### src/rtl/dtf_pkg.sv
package dtf_pkg;
  localparam int unsigned XLEN = 32;

  // Convert a big-endian bit number (0 = MSB) to a vector index.
  function automatic int unsigned be_idx(input int unsigned b);
    return XLEN - 1 - b;
  endfunction
endpackage

### src/rtl/dtf_save_build.sv
module dtf_save_build
  import dtf_pkg::*;
#(
  parameter int unsigned ZA_LO   = 1,
  parameter int unsigned ZA_HI   = 4,
  parameter int unsigned ZB_LO   = 10,
  parameter int unsigned ZB_HI   = 15,
  parameter int unsigned IP_BIT  = 25,
  parameter int unsigned ME_BIT  = 19,
  parameter int unsigned ILE_BIT = 15,
  parameter int unsigned LE_BIT  = 31
) (
  input  logic [XLEN-1:0] state_in,
  output logic [XLEN-1:0] saved_state,
  output logic [XLEN-1:0] entry_state
);
  // Saved state: positional copy with two forced-zero fields.
  for (genvar b = 0; b < XLEN; b++) begin : g_save
    localparam bit ZERO_FIELD = ((b >= ZA_LO) && (b <= ZA_HI)) ||
                                ((b >= ZB_LO) && (b <= ZB_HI));
    if (ZERO_FIELD) begin : g_z
      assign saved_state[be_idx(b)] = 1'b0;
    end else begin : g_c
      assign saved_state[be_idx(b)] = state_in[be_idx(b)];
    end
  end

  // Entry state: everything cleared except the preserved / remapped bits.
  always_comb begin
    entry_state                 = '0;
    entry_state[be_idx(IP_BIT)] = state_in[be_idx(IP_BIT)];
    entry_state[be_idx(ME_BIT)] = state_in[be_idx(ME_BIT)];
    entry_state[be_idx(LE_BIT)] = state_in[be_idx(ILE_BIT)];
  end
endmodule

### src/rtl/dtf_status_enc.sv
module dtf_status_enc
  import dtf_pkg::*;
#(
  parameter int unsigned MISS_BIT = 1,
  parameter int unsigned PROT_BIT = 4,
  parameter int unsigned ST_BIT   = 6
) (
  input  logic            miss,
  input  logic            prot,
  input  logic            chg,
  input  logic            store,
  output logic [XLEN-1:0] status
);
  always_comb begin
    status                   = '0;
    status[be_idx(MISS_BIT)] = miss;
    status[be_idx(PROT_BIT)] = (prot | chg) & ~miss;
    status[be_idx(ST_BIT)]   = store;
  end
endmodule

### src/rtl/dtf_vector_sel.sv
module dtf_vector_sel
  import dtf_pkg::*;
#(
  parameter logic [XLEN-1:0] VEC_OFFSET = 32'h0000_1400,
  parameter logic [XLEN-1:0] BASE_LO    = 32'h0000_0000,
  parameter logic [XLEN-1:0] BASE_HI    = 32'hFFF0_0000
) (
  input  logic            prefix,
  output logic [XLEN-1:0] target
);
  assign target = (prefix ? BASE_HI : BASE_LO) | VEC_OFFSET;
endmodule

### src/rtl/dxlat_fault_entry.sv
module dxlat_fault_entry
  import dtf_pkg::*;
#(
  parameter logic [XLEN-1:0] VEC_OFFSET = 32'h0000_1400,
  parameter logic [XLEN-1:0] BASE_LO    = 32'h0000_0000,
  parameter logic [XLEN-1:0] BASE_HI    = 32'hFFF0_0000,
  parameter int unsigned     IP_BIT     = 25,
  parameter int unsigned     ME_BIT     = 19,
  parameter int unsigned     ILE_BIT    = 15,
  parameter int unsigned     LE_BIT     = 31
) (
  input  logic            clk,
  input  logic            rst,
  input  logic            flt_miss_i,
  input  logic            flt_prot_i,
  input  logic            flt_chg_i,
  input  logic            is_store_i,
  input  logic [XLEN-1:0] insn_ea_i,
  input  logic [XLEN-1:0] data_ea_i,
  input  logic [XLEN-1:0] msr_i,
  output logic [XLEN-1:0] srr0_o,
  output logic            srr0_we_o,
  output logic [XLEN-1:0] srr1_o,
  output logic            srr1_we_o,
  output logic [XLEN-1:0] msr_o,
  output logic            msr_we_o,
  output logic [XLEN-1:0] dsisr_o,
  output logic            dsisr_we_o,
  output logic [XLEN-1:0] dar_o,
  output logic            dar_we_o,
  output logic            redirect_o,
  output logic [XLEN-1:0] target_o
);
  logic            fault_any;
  logic [XLEN-1:0] saved_nx, entry_nx, status_nx, target_nx;

  assign fault_any = flt_miss_i | flt_prot_i | flt_chg_i;

  dtf_save_build #(
    .IP_BIT(IP_BIT), .ME_BIT(ME_BIT), .ILE_BIT(ILE_BIT), .LE_BIT(LE_BIT)
  ) u_save (
    .state_in   (msr_i),
    .saved_state(saved_nx),
    .entry_state(entry_nx)
  );

  dtf_status_enc u_status (
    .miss  (flt_miss_i),
    .prot  (flt_prot_i),
    .chg   (flt_chg_i),
    .store (is_store_i),
    .status(status_nx)
  );

  dtf_vector_sel #(
    .VEC_OFFSET(VEC_OFFSET), .BASE_LO(BASE_LO), .BASE_HI(BASE_HI)
  ) u_vec (
    .prefix(msr_i[be_idx(IP_BIT)]),
    .target(target_nx)
  );

  always_ff @(posedge clk) begin
    if (rst) begin
      srr0_o     <= '0;
      srr1_o     <= '0;
      msr_o      <= '0;
      dsisr_o    <= '0;
      dar_o      <= '0;
      target_o   <= '0;
      srr0_we_o  <= 1'b0;
      srr1_we_o  <= 1'b0;
      msr_we_o   <= 1'b0;
      dsisr_we_o <= 1'b0;
      dar_we_o   <= 1'b0;
      redirect_o <= 1'b0;
    end else begin
      srr0_we_o  <= fault_any;
      srr1_we_o  <= fault_any;
      msr_we_o   <= fault_any;
      dsisr_we_o <= fault_any;
      dar_we_o   <= fault_any;
      redirect_o <= fault_any;
      if (fault_any) begin
        srr0_o   <= insn_ea_i;
        srr1_o   <= saved_nx;
        msr_o    <= entry_nx;
        dsisr_o  <= status_nx;
        dar_o    <= data_ea_i;
        target_o <= target_nx;
      end
    end
  end
endmodule

### config.mk
export PLATFORM = sky130hd
export DESIGN_NAME = dxlat_fault_entry
export DESIGN_NICKNAME = d
export VERILOG_FILES = /design/src/rtl/dtf_pkg.sv /design/src/rtl/dtf_save_build.sv /design/src/rtl/dtf_status_enc.sv /design/src/rtl/dtf_vector_sel.sv /design/src/rtl/dxlat_fault_entry.sv
export SDC_FILE = /design/constraint.sdc
export NUM_CORES = 1
export LEC_CHECK = 0
export CORE_AREA = 2 2 117 119
export CTS_CLUSTER_SIZE = 8
export DETAILED_ROUTE_END_ITERATION = 6
export DIE_AREA = 0 0 119 121
export DONT_BUFFER_PORTS = 1
export PLACE_DENSITY_LB_ADDON = 0.3
export SETUP_SLACK_MARGIN = 0.3
export SYNTH_ARGS = -nofsm -noshare
export SYNTH_HDL_FRONTEND = slang
export SYNTH_SLANG_ARGS = --single-unit
### constraint.sdc
create_clock -name clk -period 2.8 [get_ports clk]
set_input_delay 0.42 -clock clk [delete_from_list [all_inputs] [get_ports clk]]
set_output_delay 0.42 -clock clk [all_outputs]
set_load 0.01 [all_outputs]
* After elaboration in Yosys (flattened, before gate mapping)
Cells that the tools add are included.
Operators by class: mux-type cells 1, bitwise operators 5
Operators with widths (count):
- $mux W32 | 1
- $or A1 B1 Y1 | 3
- $and A1 B1 Y1 | 1
- $not A1 Y1 | 1
Storage, ports and cells: bits in registers 125, bits of input ports 102, output and inout bits 198, word-level logic and storage cells 13

* Depth between registers and ports, before layout
depth in word-level cells 2, gate-level depth with buffers 5

* Modules after synthesis
From an unflattened synthesis, not the netlist that was laid out.
Unflattened totals: cells, all modules 1057, area, all modules 10008.3 sq um
By module, submodules not included:
- dxlat_fault_entry | times used 1, cells an instance 925, area each 9029.9 sq um, seq. area each 3863.7 sq um
- dtf_save_build | times used 1, cells an instance 65, area each 484.2 sq um, seq. area each 0.0 sq um
- dtf_vector_sel | times used 1, cells an instance 34, area each 247.7 sq um, seq. area each 0.0 sq um
- dtf_status_enc | times used 1, cells an instance 33, area each 246.5 sq um, seq. area each 0.0 sq um

* Least setup slack after synthesis
Ideal clock, no wire load.
path type input port to flip-flop, start in flt_prot_i, end reg srr0_o[10], arrival time 1.264 ns, setup slack 1.466 ns, stages on the path 4, buffers on the path 2, cell sequence buf_2 -> clkbuf_1 -> or4b_1 -> a21oi_1
Between the ends: cells in the longest elaborated chain, start to end 2
Ends and longest elaborated chain:
- start: declaration | RTL line dxlat_fault_entry.sv:15 | input logic flt_prot_i,
- $or A1 B1 Y1 (2 in series) | RTL line dxlat_fault_entry.sv:37 | assign fault_any = flt_miss_i | flt_prot_i | flt_chg_i;
- end signal: assignment | RTL line dxlat_fault_entry.sv:84 | srr0_o <= insn_ea_i;
- end: declaration | RTL line dxlat_fault_entry.sv:21 | output logic [XLEN-1:0] srr0_o,
Every way passes these cells. A chain may end at the register's enable or synchronous reset.

==> flow_summary_export.csv <==
group,metric,value,unit
detailed_routing,drt-total-wl,10800,um
synthesis,synthMuxAreaShare,0,%
grt,grt_pass1_vias,3210,
finish,area_growth,-6.17,%
timing,finalHoldViolCount,0,
cts,cts_num_sinks,92,
synthesis,yosys.area_share.simple,18.1,%
power_and_ir_drop,seqPwrFrac,52.2,%
placement,place_inst,628,
finish,multiInputGateArea,2340,um^2
cts,cts_resized,0,
cts,cts_setup_buffers,0,
power_and_ir_drop,power.switching,0.676,mW
setup_path,cp.arrival,1040,ps
setup_path,r2r-start,"srr1_o[12]$_SDFFE_PP0P_",
timing,max_freq,684,MHz
setup_path,crit_family,"buffers and inverters",
die,initial_core_util,38.3,%
finish,drive_gt1_share,2.80,%
finish,stdcell_count,641,
timing,tightestPinTransition,584,ps
setup_path,startpoint,"msr_o[6]$_SDFFE_PP0P_",
timing,min_period,1460,ps
setup_path,cp_slowest_cell,"buf_4",
cts,root_buffer,"clkbuf_16",
timing,setup_viol,0,
synthesis,synth.area.top_cells,"dfxtp_1, or4b_1, buf_4, o31ai_1, a21oi_1",
status,outcome,"finished clean",
power_and_ir_drop,clkPwrFrac,41.2,%
synthesis,avgSynthCellArea,9.29,um^2
timing,tns,0,ps
die,row_count,42,
detailed_routing,firstDrtPassIters,4,
finish,regArea,1840,um^2
cts,clk_pin_slew,60,ps
detailed_routing,top_layer_used,"met5",
die,core,13100,um^2
timing,slew_headroom,61.0,%
timing,worst_slack,1340,ps
power_and_ir_drop,internal-power,2.17,mW
setup_path,rr_endpoint,"srr1_o[12]$_SDFFE_PP0P_",
die,die_x,119,um
synthesis,syn_inst,539,
detailed_routing,met3_length,1110,um
detailed_routing,met1Wirelength,4580,um
synthesis,synth_compound_area_share,22.2,%
grt,grtUsageTotal,14.4,%
power_and_ir_drop,pwr_density_cell,606,nW/um^2
finish,fillers,1338,
synthesis,yosys-top-cells-count,"buf_4, dfxtp_1, a21oi_1",
detailed_routing,ant_nets,0,
die,die_y,121,um
synthesis,yosysTopAreaCell,"dfxtp_1",
timing,rsz0062_at_grt,"no",
synthesis,synth_xor_area_share,0,%
detailed_routing,drc,0,
detailed_routing,drt_iter0_markers,176,
setup_path,ff2ff_setup_slack,1670,ps
power_and_ir_drop,irDropWorstVdd,0.000264,V
synthesis,synth_ff_type,"dfxtp_1",
die,dieArea,14400,um^2
min_path,hold_path_class,"in -> reg",
detailed_routing,wire_per_inst,16.9,um
synthesis,yosysMostFrequentCell,"buf_4",
cts,postCtsHoldBufs,0,
synthesis,synth_edf_count,0,
synthesis,ys_async_sr_fraction,0,%
power_and_ir_drop,leakagePower,1.61,nW
timing,skew,0,ps
setup_path,cp-start-kind,"flop",
placement,place_hpwl,6100,um
placement,port_buffers,0,
placement,place_congestion,0.701,
detailed_routing,wl_met2,4960,um
synthesis,synth_top_cell_area_share,36.8,%
setup_path,slowest_delay,370,ps
finish,antenna_cells,0,
setup_path,path_cells,"buf_4",
timing,post-route-period-util,52.2,%
power_and_ir_drop,power.total,2.85,mW
setup_path,worstPathRequired,2380,ps
setup_path,path_buf_inv,1,
finish,final_nets,565,
setup_path,worst-setup-path-type,"reg -> out",
setup_path,cp.depth,1,
power_and_ir_drop,comb_power_share,6.5,%
synthesis,yosysUniqueCellTypes,13,
synthesis,syn_area,5010,um^2
cts,htree_levels,3,
cts,numCtsBuffers,9,
synthesis,yosysWarnings,0,
setup_path,crit_path_end_kind,"output pin",
power_and_ir_drop,switching_share,23.7,%
timing,report.final.slew_viol_count,0,
placement,place_ws,1620,ps
detailed_routing,routed_via_density,5.54,
grt,grt_pass1_wl,16800,um
synthesis,synth_adder_area_share,0,%
cts,clkLatencyLatePin,340,ps
setup_path,critPathMaxFanout,14,
flow_run,maxCapViolations,0,
cts,clockBufferDepth,2,
synthesis,synth_top_family_by_area,"buffers and inverters",
setup_path,reg2reg_depth,2,
synthesis,synth-seq-area-share,36.8,%
synthesis,ys_ff_latch,92,
detailed_routing,dr_total_vias,3549,
grt,grt_start_max_net_pins,180,
setup_path,endpoint,"target_o[20]",
grt,grt-ovfl-total,0,
grt,antenna_found_initial,1,
cts,cts_tree,"done",
die,boundaryPins,300,
==> cells by family (layout without fill, tap and decap cells) <==
family                 after synthesis  in the layout
other                                1             86
buffers and inverters              175             16
AOI/OAI and AO/OA                  178            178
and+or+nand+nor                     93             93
DFF                                 92             92
==> metrics by stage <==
step	area [um^2]	hold slack (ps)	utilization [%]
6_report	4700	154	35.9
3_5_place_dp	4420	500	33.8
2_1_floorplan	5330	482	-
3_3_place_gp	4420	497	33.8
5_1_grt	4700	125	35.9
4_1_cts	4700	127	35.9
==> per-layer routing <==
| layer | vias to the layer above | global-route usage [%] |
|---|---|---|
| li1 | 1692 | - |
| met1 | 1652 | 17.8 |
| met2 | 188 | 21.4 |
| met3 | 15 | 6.91 |
| met4 | 2 | 5.65 |
| met5 | - | 0 |
==> registers in the layout (all words and copies together), names as in the netlist <==
signal,flops
dar_o,32
msr_o,2
srr0_o,32
redirect_o,1
srr1_o,21
dsisr_o,3
target_o,1
==> area by class of cell <==
class	count	share of cell area [%]
clock inverter	2	0.799
sequential	92	39.2
timing repair buffer	1	0.160
tap	176	4.69
inverter	2	0.160
multi-input combinational	357	49.8
clock buffer	11	5.17
==> worst register-to-register path, stage by stage (launching register included) <==
cell and delay, ps:
dfxtp_1 460, or4b_1 460, a21oi_1 140
==> layout by cell type, fill, tap and decap left out, types with 2 or more instances in the layout <==
cell       instances
dfxtp_1           92
nor3_1             3
o31ai_1           88
inv_1              2
conb_1            86
or4b_1            88
a21oi_1           90
clkbuf_16          9
==> worst min path at each step <==
| stage | cells after the start | slack (ps) | to | start |
|---|---|---|---|---|
| CTS | 1 | 130 | srr0_o[10]$_SDFFE_PP0P_ | rst |
| detailed placement | 1 | 500 | srr0_o[6]$_SDFFE_PP0P_ | rst |
| finish | 1 | 150 | srr0_o[7]$_SDFFE_PP0P_ | rst |
| floorplan | 2 | 480 | target_o[12]$_SDFFE_PP0P_ | target_o[12]$_SDFFE_PP0P_ |
| global route | 1 | 120 | srr0_o[10]$_SDFFE_PP0P_ | rst |
| global placement | 1 | 500 | srr0_o[7]$_SDFFE_PP0P_ | rst |
==> power groups by stage <==
stage / clock (mW) / sequential [mW] / combinational, mW
global route: 1.29 / 1.50 / 0.214
global placement: 0 / 1.52 / 0.179
detailed placement: 0 / 1.52 / 0.187
CTS: 1.23 / 1.49 / 0.186
floorplan: 0 / 1.49 / 0.400
finish: 1.17 / 1.49 / 0.187
Power figures use the tool's default switching activity.
